**src/rtl/spl_pkg.sv**
```systemverilog
package spl_pkg;
  // Kind of access presented by the bus in one cycle
  typedef enum logic [1:0] {
    ACC_IDLE  = 2'd0,
    ACC_READ  = 2'd1,
    ACC_WRITE = 2'd2
  } spl_acc_e;

  // Read wins over write when both strobes are seen together
  function automatic spl_acc_e spl_classify(input logic rd, input logic wr);
    if (rd)      return ACC_READ;
    else if (wr) return ACC_WRITE;
    else         return ACC_IDLE;
  endfunction
endpackage

```
**src/rtl/spl_addr_decode.sv**
```systemverilog
module spl_addr_decode #(
  parameter int ADDR_W    = 16,
  parameter int DATA_W    = 32,
  parameter int NUM_LOCKS = 30,
  parameter int BASE_OFF  = 'h404
) (
  input  logic [ADDR_W-1:0]    addr,
  input  logic                 rd,
  input  logic                 wr,
  input  logic [DATA_W-1:0]    wdata,
  output logic [NUM_LOCKS-1:0] sel,
  output logic [NUM_LOCKS-1:0] take,
  output logic [NUM_LOCKS-1:0] release_req
);
  import spl_pkg::*;

  spl_acc_e acc;
  logic     wzero;

  assign acc   = spl_classify(rd, wr);
  assign wzero = (wdata == '0);

  for (genvar i = 0; i < NUM_LOCKS; i++) begin : g_dec
    localparam logic [ADDR_W-1:0] LOCK_ADDR = ADDR_W'(BASE_OFF + 4 * i);
    assign sel[i]         = (addr == LOCK_ADDR);
    assign take[i]        = sel[i] && (acc == ACC_READ);
    assign release_req[i] = sel[i] && (acc == ACC_WRITE) && wzero;
  end
endmodule

```
**src/rtl/spl_lock_cell.sv**
```systemverilog
module spl_lock_cell (
  input  logic clk,
  input  logic rst_n,
  input  logic take,
  input  logic release_req,
  output logic held
);
  always_ff @(posedge clk or negedge rst_n) begin
    if (!rst_n)           held <= 1'b0;
    else if (take)        held <= 1'b1;
    else if (release_req) held <= 1'b0;
  end
endmodule

```
**src/rtl/spl_rdata_stage.sv**
```systemverilog
module spl_rdata_stage #(
  parameter int DATA_W    = 32,
  parameter int NUM_LOCKS = 30
) (
  input  logic                 clk,
  input  logic                 rst_n,
  input  logic                 rd,
  input  logic [NUM_LOCKS-1:0] sel,
  input  logic [NUM_LOCKS-1:0] held,
  output logic [DATA_W-1:0]    rdata
);
  logic grant;

  // Grant reflects lock state before this cycle's update
  assign grant = rd && (|(sel & ~held));

  always_ff @(posedge clk or negedge rst_n) begin
    if (!rst_n) rdata <= '0;
    else        rdata <= {{(DATA_W-1){1'b0}}, grant};
  end
endmodule

```
**src/rtl/spl_bank.sv**
```systemverilog
module spl_bank #(
  parameter int ADDR_W    = 16,
  parameter int DATA_W    = 32,
  parameter int NUM_LOCKS = 30,
  parameter int BASE_OFF  = 'h404
) (
  input  logic              clk,
  input  logic              rst_n,
  input  logic [ADDR_W-1:0] bus_addr,
  input  logic              bus_rd,
  input  logic              bus_wr,
  input  logic [DATA_W-1:0] bus_wdata,
  output logic [DATA_W-1:0] bus_rdata
);
  logic [NUM_LOCKS-1:0] lock_sel;
  logic [NUM_LOCKS-1:0] lock_take;
  logic [NUM_LOCKS-1:0] lock_rel;
  logic [NUM_LOCKS-1:0] lock_held;

  spl_addr_decode #(
    .ADDR_W(ADDR_W), .DATA_W(DATA_W),
    .NUM_LOCKS(NUM_LOCKS), .BASE_OFF(BASE_OFF)
  ) u_dec (
    .addr(bus_addr), .rd(bus_rd), .wr(bus_wr), .wdata(bus_wdata),
    .sel(lock_sel), .take(lock_take), .release_req(lock_rel)
  );

  for (genvar i = 0; i < NUM_LOCKS; i++) begin : g_lock
    spl_lock_cell u_cell (
      .clk(clk), .rst_n(rst_n),
      .take(lock_take[i]), .release_req(lock_rel[i]),
      .held(lock_held[i])
    );
  end

  spl_rdata_stage #(.DATA_W(DATA_W), .NUM_LOCKS(NUM_LOCKS)) u_rd (
    .clk(clk), .rst_n(rst_n), .rd(bus_rd),
    .sel(lock_sel), .held(lock_held), .rdata(bus_rdata)
  );
endmodule

```
**config.mk**
```make
export PLATFORM = sky130hd
export DESIGN_NAME = spl_bank
export DESIGN_NICKNAME = d
export VERILOG_FILES = /design/src/rtl/spl_pkg.sv /design/src/rtl/spl_addr_decode.sv /design/src/rtl/spl_lock_cell.sv /design/src/rtl/spl_rdata_stage.sv /design/src/rtl/spl_bank.sv
export SDC_FILE = /design/constraint.sdc
export NUM_CORES = 1
export LEC_CHECK = 0
export BUFFER_PORTS_ARGS = -buffer_cell sky130_fd_sc_hd__buf_2
export CAP_MARGIN = 20
export CELL_PAD_IN_SITES_DETAIL_PLACEMENT = 1
export CELL_PAD_IN_SITES_GLOBAL_PLACEMENT = 1
export CORE_MARGIN = 1
export CORE_UTILIZATION = 38
export DETAILED_ROUTE_END_ITERATION = 10
export PLACE_DENSITY_LB_ADDON = 0.1
export SKIP_LAST_GASP = 1
export SYNTH_ARGS = -nofsm -noshare
export SYNTH_HDL_FRONTEND = slang
export SYNTH_SLANG_ARGS = --single-unit
export TNS_END_PERCENT = 10
```
**constraint.sdc**
```tcl
create_clock -name clk -period 3.3 [get_ports clk]
set_input_delay 0.66 -clock clk [delete_from_list [all_inputs] [get_ports clk]]
set_output_delay 0.66 -clock clk [all_outputs]
set_load 0.05 [all_outputs]
```
Yosys cells after proc, flatten, opt, wreduce, memory -nomap -nowiden
Index checks and enable logic that the tools add are counted.
{"block": "word_totals", "out_inout_bits": 32, "register_bits": 31, "inputBits": 52, "word_cells": 250}
{"block": "classes", "bitwise": 2, "n_reduce_logical": 123, "mux": 62, "eq_ne": 32}
{"operator": "16-bit by 11-bit equality test with 1-bit output, second input constant", "n": 30}
{"operator": "1-bit logical AND", "n": 91}
{"operator": "1-bit 2-to-1 mux", "n": 60}
{"operator": "2-bit nonzero test", "n": 30}
{"operator": "32-bit logical NOT", "n": 1}
{"operator": "30-bit bitwise AND", "n": 1}
{"operator": "30-bit NOT", "n": 1}
{"operator": "30-bit OR reduction", "n": 1}
{"operator": "2-bit 2-to-1 mux", "n": 2}
{"operator": "2-bit by 1-bit equality test with 1-bit output, second input constant", "n": 1}
{"operator": "2-bit equality test, second input constant", "n": 1}

Logic depth before layout (Yosys ltp)
Gate-level depths: netlist of run 1.
{"block": "depth", "depth_word": 7, "depth_mapped": 7, "depth_no_buf": 5}

Hierarchy
Synthesis of run 1 repeated with hierarchy kept, for this count alone.
{"block": "unflattened", "cells_unflattened": 358, "area_unflattened_um2": 2771.4}
{"module": "spl_addr_decode", "seq_area_each_um2": 0.0, "instances": 1, "area_per_inst_um2": 1174.9, "cells_per_inst": 188}
{"module": "spl_lock_cell", "seq_area_each_um2": 25.0, "instances": 30, "area_per_inst_um2": 36.3, "cells_per_inst": 3}
{"module": "spl_rdata_stage", "seq_area_each_um2": 25.0, "instances": 1, "area_per_inst_um2": 508.0, "cells_per_inst": 80}

Worst setup path after synthesis of run 1
No wires, ideal clock.
{"block": "synth_path", "path_type": "input to register", "start": "input port bus_addr[7]", "end": "register u_rd.rdata[0]", "slack_ps": 1296, "path_buffers": 2, "stages": 7, "arrival_time_ps": 1864, "required_time_ps": 3160, "setup_ps": 140, "path_cell_list": "buf_2 > nand2b_1 > nor2b_1 > clkbuf_1 > o2bb2ai_1 > a2111oi_0 > a31oi_1"}
{"block": "synth_via", "elab_chain_cells": 4, "word_cells_on_any_way": 33, "classes_between": "eq/ne: 30; bitwise: 1; reduce/logical: 2"}
{"item": "from (decl)", "line_no": "spl_bank.sv:9", "source": "input logic [ADDR_W-1:0] bus_addr,"}
{"item": "16-bit by 11-bit equality test with 1-bit output", "line_no": "spl_addr_decode.sv:25", "source": "assign sel[i] = (addr == LOCK_ADDR);"}
{"item": "30-bit bitwise AND *", "line_no": "spl_rdata_stage.sv:15", "source": "assign grant = rd && (|(sel & ~held));"}
{"item": "30-bit OR reduction *", "line_no": "spl_rdata_stage.sv:15"}
{"item": "1-bit logical AND *", "line_no": "spl_rdata_stage.sv:15"}
{"item": "net u_rd.grant", "line_no": "spl_rdata_stage.sv:12", "source": "logic grant;"}
{"item": "to (signal assigned)", "line_no": "spl_rdata_stage.sv:19", "source": "else rdata <= {{(DATA_W-1){1'b0}}, grant};"}
{"item": "to (decl)", "line_no": "spl_rdata_stage.sv:10", "source": "output logic [DATA_W-1:0] rdata"}
Mark *: on every way through the listed nets, which the timed path passes. The rest lies on a longest branch.
A chain may end at the register's enable or synchronous reset.

Final worst setup path of run 1
{"block": "layout_path", "start": "input port bus_addr[15]", "end": "register g_lock[20].u_cell.held"}
{"block": "layout_via", "elab_chain_cells": 4, "word_cells_on_any_way": 6, "classes_between": "eq/ne: 1; mux: 1; reduce/logical: 4"}
{"item": "16-bit by 11-bit equality test with 1-bit output *", "line_no": "spl_addr_decode.sv:25"}
{"item": "1-bit logical AND (2 in a row)", "line_no": "spl_addr_decode.sv:27", "source": "assign release_req[i] = sel[i] && (acc == ACC_WRITE) && wzero;"}
{"item": "2-bit nonzero test (no source line)"}
{"item": "to (signal assigned)", "line_no": "spl_lock_cell.sv:9", "source": "if (!rst_n) held <= 1'b0;"}
{"item": "to (signal assigned)", "line_no": "spl_lock_cell.sv:10", "source": "else if (take) held <= 1'b1;"}
{"item": "to (signal assigned)", "line_no": "spl_lock_cell.sv:11", "source": "else if (release_req) held <= 1'b0;"}
{"item": "to (decl)", "line_no": "spl_lock_cell.sv:6", "source": "output logic held"}
Every way passes the cells marked *; elsewhere a longest branch is shown, timed or not.

==> results of run 1 <==
[cell type report]
class                           count  area (µm²)  area share
Inverter                            3       11.26    0.004639
Clock inverter                      2       35.03     0.01443
Sequential cell                    31       775.7      0.3196
Tap cell                           70       87.58     0.03608
Timing Repair Buffer               59       312.8      0.1289
Multi-Input combinational cell    169        1122      0.4624
Clock buffer                        6       82.58     0.03402
[worst register-to-register path, stage by stage (launching register included)]
cell and delay [ps]:
dfrtp_1 370, inv_1 60, a31oi_1 160, o31ai_1 110
a2111oi_0 410, a31oi_1 130
[through the flow]
| step | hold WS, ps | utilization |
|---|---|---|
| detailed placement | 483.8 | 0.4410 |
| finish | 429.6 | 0.4635 |
| floorplan | 364.4 | - |
| global route | 495.7 | 0.4635 |
| global placement | 476.1 | 0.4410 |
| CTS | 457.0 | 0.4635 |
[synthesized netlist by cell type (all sizes together) (3+ instances only)]
library cell,number,area share
nor4,11,0.041
clkbuf,8,0.014
nand3,32,0.076
nor3,5,0.017
inv,3,0.0053
nor4b,4,0.030
a22o,30,0.12
nand2,4,0.0071
dfrtp,31,0.37
mux2i,8,0.038
nor2b,11,0.033
nor2,6,0.011
buf,42,0.14
[kinds of logic after synthesis]
kind of cell / count (synthesis)
AO/OA/AOI/OAI: 47
AND/OR/NAND/NOR: 82
flip-flops: 31
other: 1
buffers and inverters: 53
multiplexers: 9
[where the power goes]
group          switching (mW)  total, mW  internal, mW
combinational           0.134      0.176        0.0419
clock                   0.158      0.402         0.244
sequential           0.000150      0.380         0.380
[state kept, by name (all words and copies together) (netlist names)]
register            count
g_lock.u_cell.held     30
u_rd.rdata              1
[routing by layer]
layer  vias to the layer above  wire, µm
met5                         -         0
met1                       890      2593
met4                         0        90
met3                         9       243
li1                        860         -
met2                        54      2729
[path summary, 6_finish.rpt]
check                                       startpoint                     end  cells past startpoint
worst min register to register  g_lock[26].u_cell.held  g_lock[26].u_cell.held                      1
min in group clk                g_lock[26].u_cell.held  g_lock[26].u_cell.held                      1
max in group asynchronous                        rst_n  g_lock[17].u_cell.held                      1
worst min-delay path                             rst_n  g_lock[14].u_cell.held                      1
worst max register to register  g_lock[22].u_cell.held           u_rd.rdata[0]                      5
worst max-delay path                      bus_addr[15]  g_lock[20].u_cell.held                      5
==> run_results.csv, run 1 <==
group,metric,value,unit
run_status,status,"completed",
timing,final_critical_path_setup_slack,1203,ps
route,drt-pass1-iter-count,4,
clock_network,cts.reportedPaths.clkPinSlew,70,ps
floorplanning,start_util,0.4030,
synth,post_synth_num_cell_types,39,
final_layout,final_cell_count_no_fill,340,
placed_design,dp_worst_setup_slack,896.0,ps
floorplanning,coreArea,5238,µm²
global_routing,pin_count_of_the_biggest_net_entering_global_routing,32,
global_routing,global_route_wire_length_before_repair,9370,µm
route,number_of_vias_in_the_routed_layout,1813,
worst_setup_path,ff2ff_setup_slack,1940,ps
synth,ys_warn_count,0,
worst_setup_path,worstPathCellList,"buf_2, nor4_2, nand4_1, nor2b_1, a22o_1",
timing,drv_slew,0,
synth,syn_area,2111,µm²
worst_setup_path,criticalPathCategory,"input pin to flop",
flow_run,max-cap-violations,0,
worst_setup_path,worst-path-buf-inv,1,
clock_network,ctsHoldBuffers,0,
global_routing,antenna_found_initial,0,
placed_design,gpl_wtd_cong,0.7805,
clock_network,cts_tree,"yes",
clock_network,cts_made_buffers,5,
global_routing,global_route.usage.met2,0.3432,
clock_network,clock_insertion_delay_worst_skew,290,ps
timing,timing.max_slew.rel_slack,0.5038,
worst_setup_path,critPathRequiredTime,3520,ps
placed_design,detailedPlacementHpwl,4114,µm
floorplanning,dieWidth,76.53,µm
synth,post_synth_fa_ha_maj_area_fraction,0,
worst_setup_path,cp_slowest_cell,"nor2b_1",
floorplanning,die-area,5857,µm²
worst_setup_path,worst_path_dominant_cell_family,"simple AND/OR/NAND/NOR gates",
timing,slew_at_the_pin_closest_to_its_max_slew_limit,744.2,ps
global_routing,use_met3,0.04192,
final_layout,layout-drive-gt1-share,0.2815,
synth,syn_avg_cell_area,9.465,µm²
final_layout,antenna_diode_count,0,
synth,synth_simple_gate_area_share,0.2448,
placed_design,placed_area,2310,µm²
pwr,worst_ir_drop_vdd,0.2089,mV
placed_design,quantity_of_i_o_buffers_inserted_on_ports,52,
timing,timing.final.setup_violations,0,
clock_network,h_tree_levels,2,
synth,synth-seq-cells,31,
synth,synth.yosys.seq_area_share,0.3675,
pwr,p_leak,1.106,nW
route,postRouteWirelength,5656,µm
synth,top_reg_cell_synth,"dfrtp_1",
route,postRouteAntennaNets,0,
pwr,power_per_cell_area,395.0,nW/µm²
clock_network,clock_tree.root_cell,"clkbuf_8",
clock_network,cts.repair.resized,0,
floorplanning,vert_die_dim,76.53,µm
global_routing,first_global_vias,1870,
timing,layout_worst_path_cycle_share,0.6356,
timing,hold_violations,0,
timing,setup-tns-final,0,ps
synth,synth_top_family_by_area,"simple AND/OR/NAND/NOR gates",
clock_network,numClockSinks,31,
final_layout,layout.cell_area.non_filler,2427,µm²
final_layout,num-fill-cells,643,
pwr,pwr_total,0.9588,mW
synth,synth-xor-area-share,0,
timing,final.min_clock_period,2097,ps
global_routing,gr_util_met1,0.2688,
worst_setup_path,critical_path_arrival,2320,ps
route,drt_drc_violations_left,0,
global_routing,grt-ovfl-total,0,
timing,grt_setup_unrepaired,"no",
final_layout,layout.nets,321,
worst_setup_path,maximum_net_fanout_on_the_critical_path,8,
worst_setup_path,max_incr_delay_on_cp,650,ps
floorplanning,pin_count,84,
route,first_iter_violations,71,
clock_network,post_cts.repair.setup_buffers,0,
global_routing,grt_use_total,0.2081,
final_layout,syn_to_final_growth,15.00,%
global_routing,top_usage_layer,"met2",
timing,achievable-frequency,0.4768,GHz
worst_setup_path,cp-start-kind,"input pin",
clock_network,max-clock-path-buffers,2,
final_layout,final_common_cell,"buf_2",
route,detail_route.wl_per_cell,16.64,µm
synth,asyncSetResetFlopFracSynth,1.000,
floorplanning,core.rowCount,26,
worst_hold_path,hp-class,"input pin to async pin",
final_layout,most-common-layout-cells,"52 x buf_2, 32 x nand3_1, 31 x conb_1, 31 x dfrtp_1, 30 x a22o_1",
timing,skew,3.776,ps
worst_setup_path,setup.worst_path.end_class,"flop",
placed_design,numPlacedInstances,332,
synth,compound_gate_portion_of_the_synthesized_area,0.1844,
synth,mux_contribution_to_synthesized_area,0.04327,
synth,synth_cells,223,
synth,number_of_enable_type_register_cells_in_the_synthesized_netlist,0,
route,drt-vias-per-instance,5.332,
Power figures use the tool's default switching activity.
==> run 2: changes to the inputs <==
--- a/config.mk
+++ b/config.mk
@@ -5,12 +5,13 @@
 export SDC_FILE = /design/constraint.sdc
 export NUM_CORES = 1
 export LEC_CHECK = 0
+export ABC_AREA = 1
 export BUFFER_PORTS_ARGS = -buffer_cell sky130_fd_sc_hd__buf_2
 export CAP_MARGIN = 20
 export CELL_PAD_IN_SITES_DETAIL_PLACEMENT = 1
 export CELL_PAD_IN_SITES_GLOBAL_PLACEMENT = 1
 export CORE_MARGIN = 1
-export CORE_UTILIZATION = 38
+export CORE_UTILIZATION = 32
 export DETAILED_ROUTE_END_ITERATION = 10
 export PLACE_DENSITY_LB_ADDON = 0.1
 export SKIP_LAST_GASP = 1
==> constraint.sdc (replaced) <==
create_clock -name clk -period 1.9 [get_ports clk]
set_input_delay 0.38 -clock clk [delete_from_list [all_inputs] [get_ports clk]]
set_output_delay 0.38 -clock clk [all_outputs]
set_load 0.05 [all_outputs]
==> run 2 against run 1 <==
Against the previous run:
- clock-buffer cell count up 2
- die area is 45% higher
- hold slack worse by 310 ps
- design area is 21% higher
- largest power group is now sequential cells
==> run_results.csv, run 2 <==
group,metric,value,unit
run_status,status,"completed",
worst_setup_path,maximum_net_fanout_on_the_critical_path,11,
clock_network,cts.reportedPaths.clkPinSlew,70,ps
synth,cell_type_with_the_highest_aggregate_area_in_the_netlist,"dfrtp_1",
synth,synth_commonest_cells,"81 x nand2_1, 52 x nand3_1, 50 x nor2_1",
timing,skew,5.405,ps
pwr,p_leak,1.353,nW
final_layout,final_common_cell,"nand2_1",
final_layout,max_flop_register,"g_lock.u_cell.held",
placed_design,gpl_wtd_cong,0.7176,
worst_setup_path,ff2ff_setup_slack,880,ps
placed_design,dp_worst_setup_slack,79.73,ps
final_layout,largest_register_ff_count,30,
clock_network,cts_tree,"yes",
final_layout,layout_top_registers,"g_lock.u_cell.held: 30 flops, u_rd.rdata: 1 flops",
route,first_iter_violations,80,
synth,synth_top_cells_by_area,"dfrtp_1 30%, nand2_1 12%, nand3_1 10%, buf_4 9.8%, nor3_2 7.7%",
timing,final_critical_path_setup_slack,409.0,ps
synth,post-synth-top-area-fraction,0.2981,
worst_setup_path,timing.critical_path.from,"bus_addr[1]",
synth,synth.yosys.seq_area_share,0.2981,
synth,synth-seq-cells,31,
placed_design,numPlacedInstances,529,
worst_setup_path,critical_path_arrival,1710,ps
clock_network,cts.repair.resized,0,
floorplanning,dieWidth,92.18,µm
route,number_of_vias_in_the_routed_layout,2468,
pwr,power_per_cell_area,518.2,nW/µm²
synth,post_synth_num_cell_types,25,
clock_network,post_cts.repair.setup_buffers,0,
global_routing,pin_count_of_the_biggest_net_entering_global_routing,52,
clock_network,h_tree_levels,2,
route,detail_route.wl_per_cell,13.46,µm
clock_network,clock_insertion_delay_worst_skew,290,ps
global_routing,global_route_wire_length_before_repair,12100,µm
timing,drv_slew,0,
final_layout,syn_to_final_growth,13.32,%
synth,ys_warn_count,0,
clock_network,clock_tree.root_cell,"clkbuf_8",
worst_setup_path,reg2reg_from,"g_lock[29].u_cell.held",
timing,timing.final.setup_violations,0,
worst_setup_path,critPathRequiredTime,2120,ps
clock_network,max-clock-path-buffers,2,
worst_setup_path,max_incr_delay_on_cp,330,ps
worst_setup_path,crit-reg2reg-capture,"u_rd.rdata[0]",
synth,syn_area,2602,µm²
final_layout,finalCoreUtilization,0.3777,
timing,grt_setup_unrepaired,"no",
final_layout,layout.cell_area.non_filler,2949,µm²
synth,post-synth-top-count-cell,"nand2_1",
floorplanning,start_util,0.3333,
timing,hold_ws,117.1,ps
floorplanning,die-area,8497,µm²
route,drt_drc_violations_left,0,
timing,final.min_clock_period,1491,ps
synth,synth_cells,385,
placed_design,quantity_of_i_o_buffers_inserted_on_ports,52,
synth,syn_avg_cell_area,6.760,µm²
floorplanning,core.rowCount,32,
global_routing,antenna_found_initial,0,
global_routing,grt_use_total,0.1833,
clock_network,numClockSinks,31,
clock_network,ctsHoldBuffers,0,
route,drt-vias-per-instance,4.596,
worst_setup_path,worstPathCellList,"buf_2, nor2_2, nand2_1, nor2_1, nand3_1, nand2_1, nor2_1, nand2_1, nor2_1, a21oi_1",
worst_setup_path,worst_setup_path_endpoint,"u_rd.rdata[0]",
timing,layout_worst_path_cycle_share,0.7847,
pwr,worst_ir_drop_vdd,0.2598,mV
final_layout,layout.nets,486,
worst_setup_path,rr_worst_depth,7,
pwr,pwr_total,1.528,mW
timing,setup-tns-final,0,ps
timing,hold_violations,0,
clock_network,cts_made_buffers,5,
floorplanning,vert_die_dim,92.18,µm
worst_setup_path,cp_slowest_cell,"nand2_1",
route,drt-pass1-iter-count,4,
final_layout,layout-drive-gt1-share,0.2391,
synth,number_of_enable_type_register_cells_in_the_synthesized_netlist,0,
timing,achievable-frequency,0.6707,GHz
global_routing,first_global_vias,2510,
worst_hold_path,hp-class,"input pin to async pin",
placed_design,placed_area,2849,µm²
synth,top_reg_cell_synth,"dfrtp_1",
floorplanning,pin_count,84,
worst_setup_path,setup.worst_path.end_class,"flop",
worst_setup_path,criticalPathCategory,"input pin to flop",
global_routing,grt-ovfl-total,0,
placed_design,detailedPlacementHpwl,5332,µm
flow_run,max-cap-violations,0,
final_layout,antenna_diode_count,0,
route,postRouteWirelength,7227,µm
worst_setup_path,cp-start-kind,"input pin",
floorplanning,coreArea,7807,µm²
route,postRouteAntennaNets,0,
final_layout,final_cell_count_no_fill,537,
synth,asyncSetResetFlopFracSynth,1.000,
final_layout,most-common-layout-cells,"81 x nand2_1, 52 x nand3_1, 52 x buf_2, 49 x nor2_1, 42 x inv_1",
[run 2: cell types whose count changed after synthesis, sizes merged, moves of 3 or more]
cell | before | now
o21ai | 1 | 27
clkbuf | 8 | 3
nor2b | 11 | 0
nor3 | 5 | 28
inv | 3 | 45
nand2 | 4 | 81
a22o | 30 | 0
nor4b | 4 | 0
buf | 42 | 45
nor4 | 11 | 6
nand3 | 32 | 54
nor2 | 6 | 58
mux2i | 8 | 0
[run 2: metal layers]
metal	wire length, µm	GRT usage	up-vias
li1	-	-	1262
met1	3350	0.2321	1168
met2	3650	0.3234	28
met3	140	0.02985	10
met4	85	0.04297	0
met5	0	0	-
[run 2: logic make-up (layout without fill, tap and decap cells)]
family	after synthesis	after routing	synth area share
compound gates	28	28	0.05384
buf+inv	93	113	0.1981
flops	31	31	0.2981
other cells	1	31	0.001441
simple gates	232	232	0.4486
[run 2: worst min-delay path by stage]
stage	slack [ps]	to	cells after the start
after CTS	130	g_lock[19].u_cell.held	2
after global routing	150	g_lock[9].u_cell.held	2
final	120	g_lock[9].u_cell.held	2
after detailed placement	450	g_lock[11].u_cell.held	2
after global placement	450	g_lock[9].u_cell.held	2
after floorplan	80	g_lock[0].u_cell.held	0
[run 2: area by class of cell]
| cell class | count | area, µm² |
|---|---|---|
| Multi-Input combinational cell | 291 | 1431 |
| Timing Repair Buffer | 60 | 345.3 |
| Clock buffer | 8 | 100.1 |
| Sequential cell | 31 | 775.7 |
| Tap cell | 102 | 127.6 |
| Inverter | 45 | 168.9 |
| Fill cell | 1038 | 4858 |
[run 2: worst max-delay path, delay by kind of cell]
family / cells / cell delay [ps]
buffers and inverters: 1 / 100
and+or+nand+nor: 8 / 1110
AOI/OAI and AO/OA: 1 / 130
[run 2: power breakdown]
| part | switching (mW) | leakage (nW) | internal, mW | total, mW |
|---|---|---|---|---|
| clock | 0.267 | 0.0515 | 0.331 | 0.598 |
| combinational | 0.217 | 1.00 | 0.0530 | 0.270 |
| sequential | 0.0000289 | 0.297 | 0.660 | 0.660 |
